## src/rtl/gsa_pkg.sv

```systemverilog
// Shared types for the operand-gated split adder.
// Assumes: imported by every module of the block.
package gsa_pkg;
    // Upper-slice handling chosen by the detector
    typedef enum logic [1:0] {
        HI_ADD  = 2'b00,  // real addition required
        HI_ZERO = 2'b01,  // both upper slices all zeros
        HI_ONES = 2'b10   // both upper slices all ones
    } hi_mode_e;
endpackage

```

## src/rtl/gsa_lo_adder.sv

```systemverilog
// Lower-slice adder: always active, produces the boundary carry.
// Assumes: LO_W >= 1.
module gsa_lo_adder #(
    parameter int LO_W = 8
) (
    input  logic [LO_W-1:0] a,
    input  logic [LO_W-1:0] b,
    input  logic            cin,
    output logic [LO_W-1:0] sum,
    output logic            cout
);
    logic [LO_W:0] full;

    // Plain ripple-free behavioural add with carry
    always_comb begin
        full = {1'b0, a} + {1'b0, b} + {{LO_W{1'b0}}, cin};
        sum  = full[LO_W-1:0];
        cout = full[LO_W];
    end
endmodule

```

## src/rtl/gsa_hi_detect.sv

```systemverilog
// Detection unit: examines only the upper operand slices and decides
// whether the upper adder is needed.
// Assumes: HI_W >= 1; inputs are the raw upper slices.
module gsa_hi_detect
    import gsa_pkg::*;
#(
    parameter int HI_W = 8
) (
    input  logic [HI_W-1:0] a_hi,
    input  logic [HI_W-1:0] b_hi,
    output hi_mode_e        mode,
    output logic            need
);
    logic a_zero, b_zero, a_ones, b_ones;

    // Reduce each slice to its zero / all-ones pattern
    always_comb begin
        a_zero = ~|a_hi;
        b_zero = ~|b_hi;
        a_ones = &a_hi;
        b_ones = &b_hi;
    end

    // Classify the pair into a handling mode
    always_comb begin
        if (a_zero && b_zero) begin
            mode = HI_ZERO;
        end else if (a_ones && b_ones) begin
            mode = HI_ONES;
        end else begin
            mode = HI_ADD;
        end
        need = (mode == HI_ADD);
    end
endmodule

```

## src/rtl/gsa_hi_path.sv

```systemverilog
// Upper-slice path: input gating, the gated adder and the bypass
// reconstruction from the boundary carry and detected pattern.
// Assumes: mode comes from gsa_hi_detect on the same slices.
module gsa_hi_path
    import gsa_pkg::*;
#(
    parameter int HI_W = 8
) (
    input  hi_mode_e        mode,
    input  logic            need,
    input  logic [HI_W-1:0] a_hi,
    input  logic [HI_W-1:0] b_hi,
    input  logic            c_lo,
    output logic [HI_W-1:0] gated_a,
    output logic [HI_W-1:0] gated_b,
    output logic [HI_W-1:0] sum_hi,
    output logic            cout
);
    logic [HI_W:0]   add_full;
    logic            gated_c;
    logic [HI_W-1:0] ones_rebuild;
    logic [HI_W-1:0] zero_rebuild;

    // Force the adder operands to zero when bypassed so it holds still
    always_comb begin
        gated_a = need ? a_hi : '0;
        gated_b = need ? b_hi : '0;
        gated_c = need & c_lo;
    end

    // Upper adder, fed only through the gates
    always_comb begin
        add_full = {1'b0, gated_a} + {1'b0, gated_b} + {{HI_W{1'b0}}, gated_c};
    end

    // Bypass results built from the boundary carry alone
    always_comb begin
        zero_rebuild    = '0;
        zero_rebuild[0] = c_lo;
        ones_rebuild    = '1;
        ones_rebuild[0] = c_lo;
    end

    // Select the upper result by mode
    always_comb begin
        unique case (mode)
            HI_ZERO: begin
                sum_hi = zero_rebuild;
                cout   = 1'b0;
            end
            HI_ONES: begin
                sum_hi = ones_rebuild;
                cout   = 1'b1;
            end
            default: begin
                sum_hi = add_full[HI_W-1:0];
                cout   = add_full[HI_W];
            end
        endcase
    end
endmodule

```

## src/rtl/gsa_out_stage.sv

```systemverilog
// Optional output stage: a register with synchronous active-low reset,
// or a straight pass-through, chosen by REGISTERED.
// Assumes: W >= 1.
module gsa_out_stage #(
    parameter int W          = 16,
    parameter bit REGISTERED = 1'b1
) (
    input  logic         clk,
    input  logic         rst_n,
    input  logic [W-1:0] d_sum,
    input  logic         d_cout,
    input  logic         d_flag,
    output logic [W-1:0] q_sum,
    output logic         q_cout,
    output logic         q_flag
);
    generate
        if (REGISTERED) begin : g_reg
            // Capture the result once per clock, clearing on reset
            always_ff @(posedge clk) begin
                if (!rst_n) begin
                    q_sum  <= '0;
                    q_cout <= 1'b0;
                    q_flag <= 1'b0;
                end else begin
                    q_sum  <= d_sum;
                    q_cout <= d_cout;
                    q_flag <= d_flag;
                end
            end
        end else begin : g_comb
            // Pass the result straight through
            always_comb begin
                q_sum  = d_sum;
                q_cout = d_cout;
                q_flag = d_flag;
            end
        end
    endgenerate
endmodule

```

## src/rtl/gated_split_adder.sv

```systemverilog
// Top: split adder whose upper half is input-gated when the detector
// finds its sum derivable from the lower carry.
// Assumes: 1 <= LO_W < WIDTH; clk/rst_n used only when REGISTERED=1.
module gated_split_adder
    import gsa_pkg::*;
#(
    parameter int WIDTH      = 16,
    parameter int LO_W       = 8,
    parameter bit REGISTERED = 1'b1
) (
    input  logic             clk,
    input  logic             rst_n,
    input  logic [WIDTH-1:0] opa,
    input  logic [WIDTH-1:0] opb,
    input  logic             cin,
    output logic [WIDTH-1:0] sum,
    output logic             cout,
    output logic             hi_active
);
    localparam int HI_W = WIDTH - LO_W;

    logic [LO_W-1:0] lo_sum;
    logic            lo_cout;
    hi_mode_e        hi_mode;
    logic            hi_need;
    logic [HI_W-1:0] hi_ga;
    logic [HI_W-1:0] hi_gb;
    logic [HI_W-1:0] hi_sum;
    logic            hi_cout;
    logic [WIDTH-1:0] comb_sum;

    gsa_lo_adder #(.LO_W(LO_W)) u_lo (
        .a    (opa[LO_W-1:0]),
        .b    (opb[LO_W-1:0]),
        .cin  (cin),
        .sum  (lo_sum),
        .cout (lo_cout)
    );

    gsa_hi_detect #(.HI_W(HI_W)) u_det (
        .a_hi (opa[WIDTH-1:LO_W]),
        .b_hi (opb[WIDTH-1:LO_W]),
        .mode (hi_mode),
        .need (hi_need)
    );

    gsa_hi_path #(.HI_W(HI_W)) u_hi (
        .mode    (hi_mode),
        .need    (hi_need),
        .a_hi    (opa[WIDTH-1:LO_W]),
        .b_hi    (opb[WIDTH-1:LO_W]),
        .c_lo    (lo_cout),
        .gated_a (hi_ga),
        .gated_b (hi_gb),
        .sum_hi  (hi_sum),
        .cout    (hi_cout)
    );

    // Join the two slices into the full-width result
    always_comb begin
        comb_sum = {hi_sum, lo_sum};
    end

    gsa_out_stage #(.W(WIDTH), .REGISTERED(REGISTERED)) u_out (
        .clk    (clk),
        .rst_n  (rst_n),
        .d_sum  (comb_sum),
        .d_cout (hi_cout),
        .d_flag (hi_need),
        .q_sum  (sum),
        .q_cout (cout),
        .q_flag (hi_active)
    );
endmodule

```

## config.mk

```make
export PLATFORM = sky130hd
export DESIGN_NAME = gated_split_adder
export DESIGN_NICKNAME = d
export VERILOG_FILES = /design/src/rtl/gsa_pkg.sv /design/src/rtl/gsa_lo_adder.sv /design/src/rtl/gsa_hi_detect.sv /design/src/rtl/gsa_hi_path.sv /design/src/rtl/gsa_out_stage.sv /design/src/rtl/gated_split_adder.sv
export SDC_FILE = /design/constraint.sdc
export NUM_CORES = 1
export LEC_CHECK = 0
export BUFFER_PORTS_ARGS = -buffer_cell sky130_fd_sc_hd__buf_2
export CAP_MARGIN = 30
export CELL_PAD_IN_SITES_DETAIL_PLACEMENT = 0
export CELL_PAD_IN_SITES_GLOBAL_PLACEMENT = 1
export CORE_ASPECT_RATIO = 0.6
export CORE_UTILIZATION = 37
export CTS_BUF_LIST = sky130_fd_sc_hd__clkbuf_16
export DETAILED_ROUTE_END_ITERATION = 10
export GPL_TIMING_DRIVEN = 0
export PLACE_DENSITY_LB_ADDON = 0.1
export SYNTH_ARGS = -nofsm -noshare
export SYNTH_HDL_FRONTEND = slang
export SYNTH_SLANG_ARGS = --single-unit
export TNS_END_PERCENT = 20
```

## constraint.sdc

```tcl
create_clock -name clk -period 10.7 [get_ports clk]
set_input_delay 2.14 -clock clk [delete_from_list [all_inputs] [get_ports clk]]
set_output_delay 2.14 -clock clk [all_outputs]
set_load 0.005 [all_outputs]
```

==> impl_metrics.json <==
{
  "final_max_slew_viol_count": 0,
  "hold_class": "primary input to flip-flop",
  "numCtsBuffers": 3,
  "vias": 1300,
  "cts_setup_buffers": 0,
  "clk_path_buf_depth": 2,
  "finalSetupViolCount": 0,
  "ys_ff_latch": 18,
  "ys_seq_area_share_pct": 27.14,
  "clkSlewWorstSetupHoldPaths_ps": 50,
  "p_per_area_mw_per_mm2": 126.0,
  "crit_path_end_kind": "flip-flop",
  "critPathTopFamily": "simple AND/OR/NAND/NOR gates",
  "grt_usage_pct": 18.08,
  "wl_mm": 3.105,
  "critPathBufInv": 2,
  "ir_drop_uv": 53.63,
  "clock_power_share_pct": 35.2,
  "grt_pass1_vias": 1181,
  "dieWidth_um": 79.33,
  "grt_pass1_wl_mm": 5.257,
  "critical_path_class": "primary input to flip-flop",
  "setup-tns-final_ps": 0,
  "fmax_ghz": 0.1931,
  "place_congestion": 0.8177,
  "maxSlewHeadroom_pct": 59.19,
  "power_uw": 217.1,
  "p_leak_nw": 0.8378,
  "start_kind": "primary input",
  "overflow": 0,
  "met3_usage_pct": 5.849,
  "switching_share_pct": 27.48,
  "vias_per_cell": 5.058,
  "io_pins": 53,
  "drv_cap": 0,
  "hold_violations": 0,
  "firstDrtPassIters": 4,
  "yosysUniqueCellTypes": 39,
  "cts_tree": "built",
  "dp_hpwl_mm": 2.580,
  "clkSinkCount": 18,
  "netlist_instances": 156,
  "fin_crit_ps": 5177,
  "io_buffers": 52,
  "drive_gt1_share_pct": 29.72,
  "arrival_ps": 5320,
  "fp.dieH_um": 48.40,
  "syn_to_final_growth_pct": 29.78,
  "nFillCells": 345,
  "max_stage_delay_ps": 610,
  "p_switching_uw": 59.65,
  "drc_errors": 0,
  "pwr-share-seq_pct": 35.8,
  "syn_area_per_cell_um2": 8.510,
  "syn_area_mm2": 0.001328,
  "core_mm2": 0.003343,
  "synth-async-reset-ratio_pct": 0,
  "grt_max_degree": 11,
  "dr.first_iter.drc_count": 38,
  "synth_fp_nets": 209,
  "die_area_mm2": 0.003839,
  "cp_max_fo": 10,
  "cts_root_buf": "clkbuf_16",
  "met2_usage_pct": 24.86,
  "cts-htree-levels": 1,
  "fin_util_pct": 51.53,
  "grt_util_met1_pct": 25.79,
  "min_period_over_period_pct": 48.39,
  "cts_resized": 0,
  "row_count": 16,
  "comb_power_share_pct": 29.1,
  "wl_per_cell_um": 12.08,
  "cp_cell_sequence": "buf_2, nand4_1, nor4_2, nor2_1, clkbuf_1, and2_1, ha_1, nor2b_1, o31ai_1, a21oi_1, or4_1, and3_1",
  "synth_warnings": 0,
  "p_int_uw": 157.4,
  "antenna_found_initial": 0,
  "nNetsFinal": 266,
  "synthFlopType": "dfxtp_1",
  "worst_slew_pin_slew_ps": 607.1,
  "diodes": 0,
  "synth_edf_count": 0,
  "busiest_layer": "met1",
  "detail-route-antenna-nets": 0,
  "cp.required_ps": 10840,
  "rsz0062_at_grt": "false",
  "status": "complete, no violations",
  "cts_hold_buf": 0,
  "slowest_stage": "nor4_2",
  "start_util_pct": 39.71
}
==> metrics by stage <==
step           hold slack [ps]  instances  setup slack [ps]  area, um2
6_report                  2268        257              5523       1723
2_1_floorplan             2393        156              5800       1328
5_1_grt                   2290        257              5164       1723
4_1_cts                   2273        257              5484       1723
3_3_place_gp              2516        253              5248       1644
3_5_place_dp              2517        253              5226       1644
==> worst paths after layout <==
path                 from         endpoint  cells past startpoint
hold / removal     opb[1]   u_out.q_sum[1]                      3
setup / recovery  opb[14]  u_out.q_sum[15]                     12
==> cells in the final DEF (no fill, tap or decap), drive strengths merged, types with 4 or more instances in the layout <==
cell    Yosys  layout
a21oi      13      13
and2       17      17
buf         2      54
clkbuf      2       5
dfxtp      18      18
fa          4       4
ha         14      14
inv         7       7
nand2       8       8
nand4       5       5
nor2       12      12
nor4        7       7
o21ai       5       5
==> area by class of cell <==
| cell class | instances | area, um2 | share of cell area [%] |
|---|---|---|---|
| Timing Repair Buffer | 52 | 260.3 | 15.11 |
| Buffer | 4 | 23.77 | 1.380 |
| Clock inverter | 1 | 3.754 | 0.2179 |
| Inverter | 7 | 26.28 | 1.525 |
| Clock buffer | 3 | 75.07 | 4.357 |
| Tap cell | 45 | 56.30 | 3.268 |
| Multi-Input combinational cell | 127 | 917.1 | 53.23 |
| Sequential cell | 18 | 360.3 | 20.92 |
==> cell usage after synthesis, types with 4 or more instances <==
master	n	area (um2)
nor4_1	6	37.54
nand4_1	5	31.28
nor2_1	12	45.04
ha_1	14	175.2
a21oi_1	13	65.06
o21ai_0	5	25.02
fa_1	4	80.08
inv_1	7	26.28
dfxtp_1	18	360.4
and2_1	16	100.1
nand2_1	8	30.03
==> cell families (layout without fill, tap and decap cells) <==
group,count (synthesis),in the layout,synth area share (%)
buffers and inverters,11,67,3.770
flip-flops,18,18,27.14
AND/OR/NAND/NOR,71,71,30.73
XOR/XNOR,6,6,3.959
multiplexers,1,1,0.7540
adder cells (fa/ha/maj),18,18,19.23
AO/OA/AOI/OAI,31,31,14.42
==> worst min-delay path, cell delays in order <==
cell and delay (ps):
buf_2 100, fa_1 140, and2_1 100
==> power by group through the flow <==
stage               Sequential (mW)  Combinational, mW  Clock, mW
global placement             0.0788             0.0618          0
detailed placement           0.0790             0.0630          0
CTS                          0.0776             0.0635     0.0790
finish                       0.0776             0.0631     0.0764
global route                 0.0782             0.0717     0.0819
floorplan                    0.0802             0.0386          0
==> metal layers <==
metal | routed length (um) | part of all wire (%)
met1 | 1630 | 52
met2 | 1220 | 39
met3 | 210 | 6.8
met4 | 43 | 1.4
met5 | 0 | 0
==> sequential cells by signal, summed over array words and instances, names as in the netlist <==
register,cells
u_out.q_sum,16
u_out.q_cout,1
u_out.q_flag,1
No activity file was read; power rests on OpenSTA's default activity.
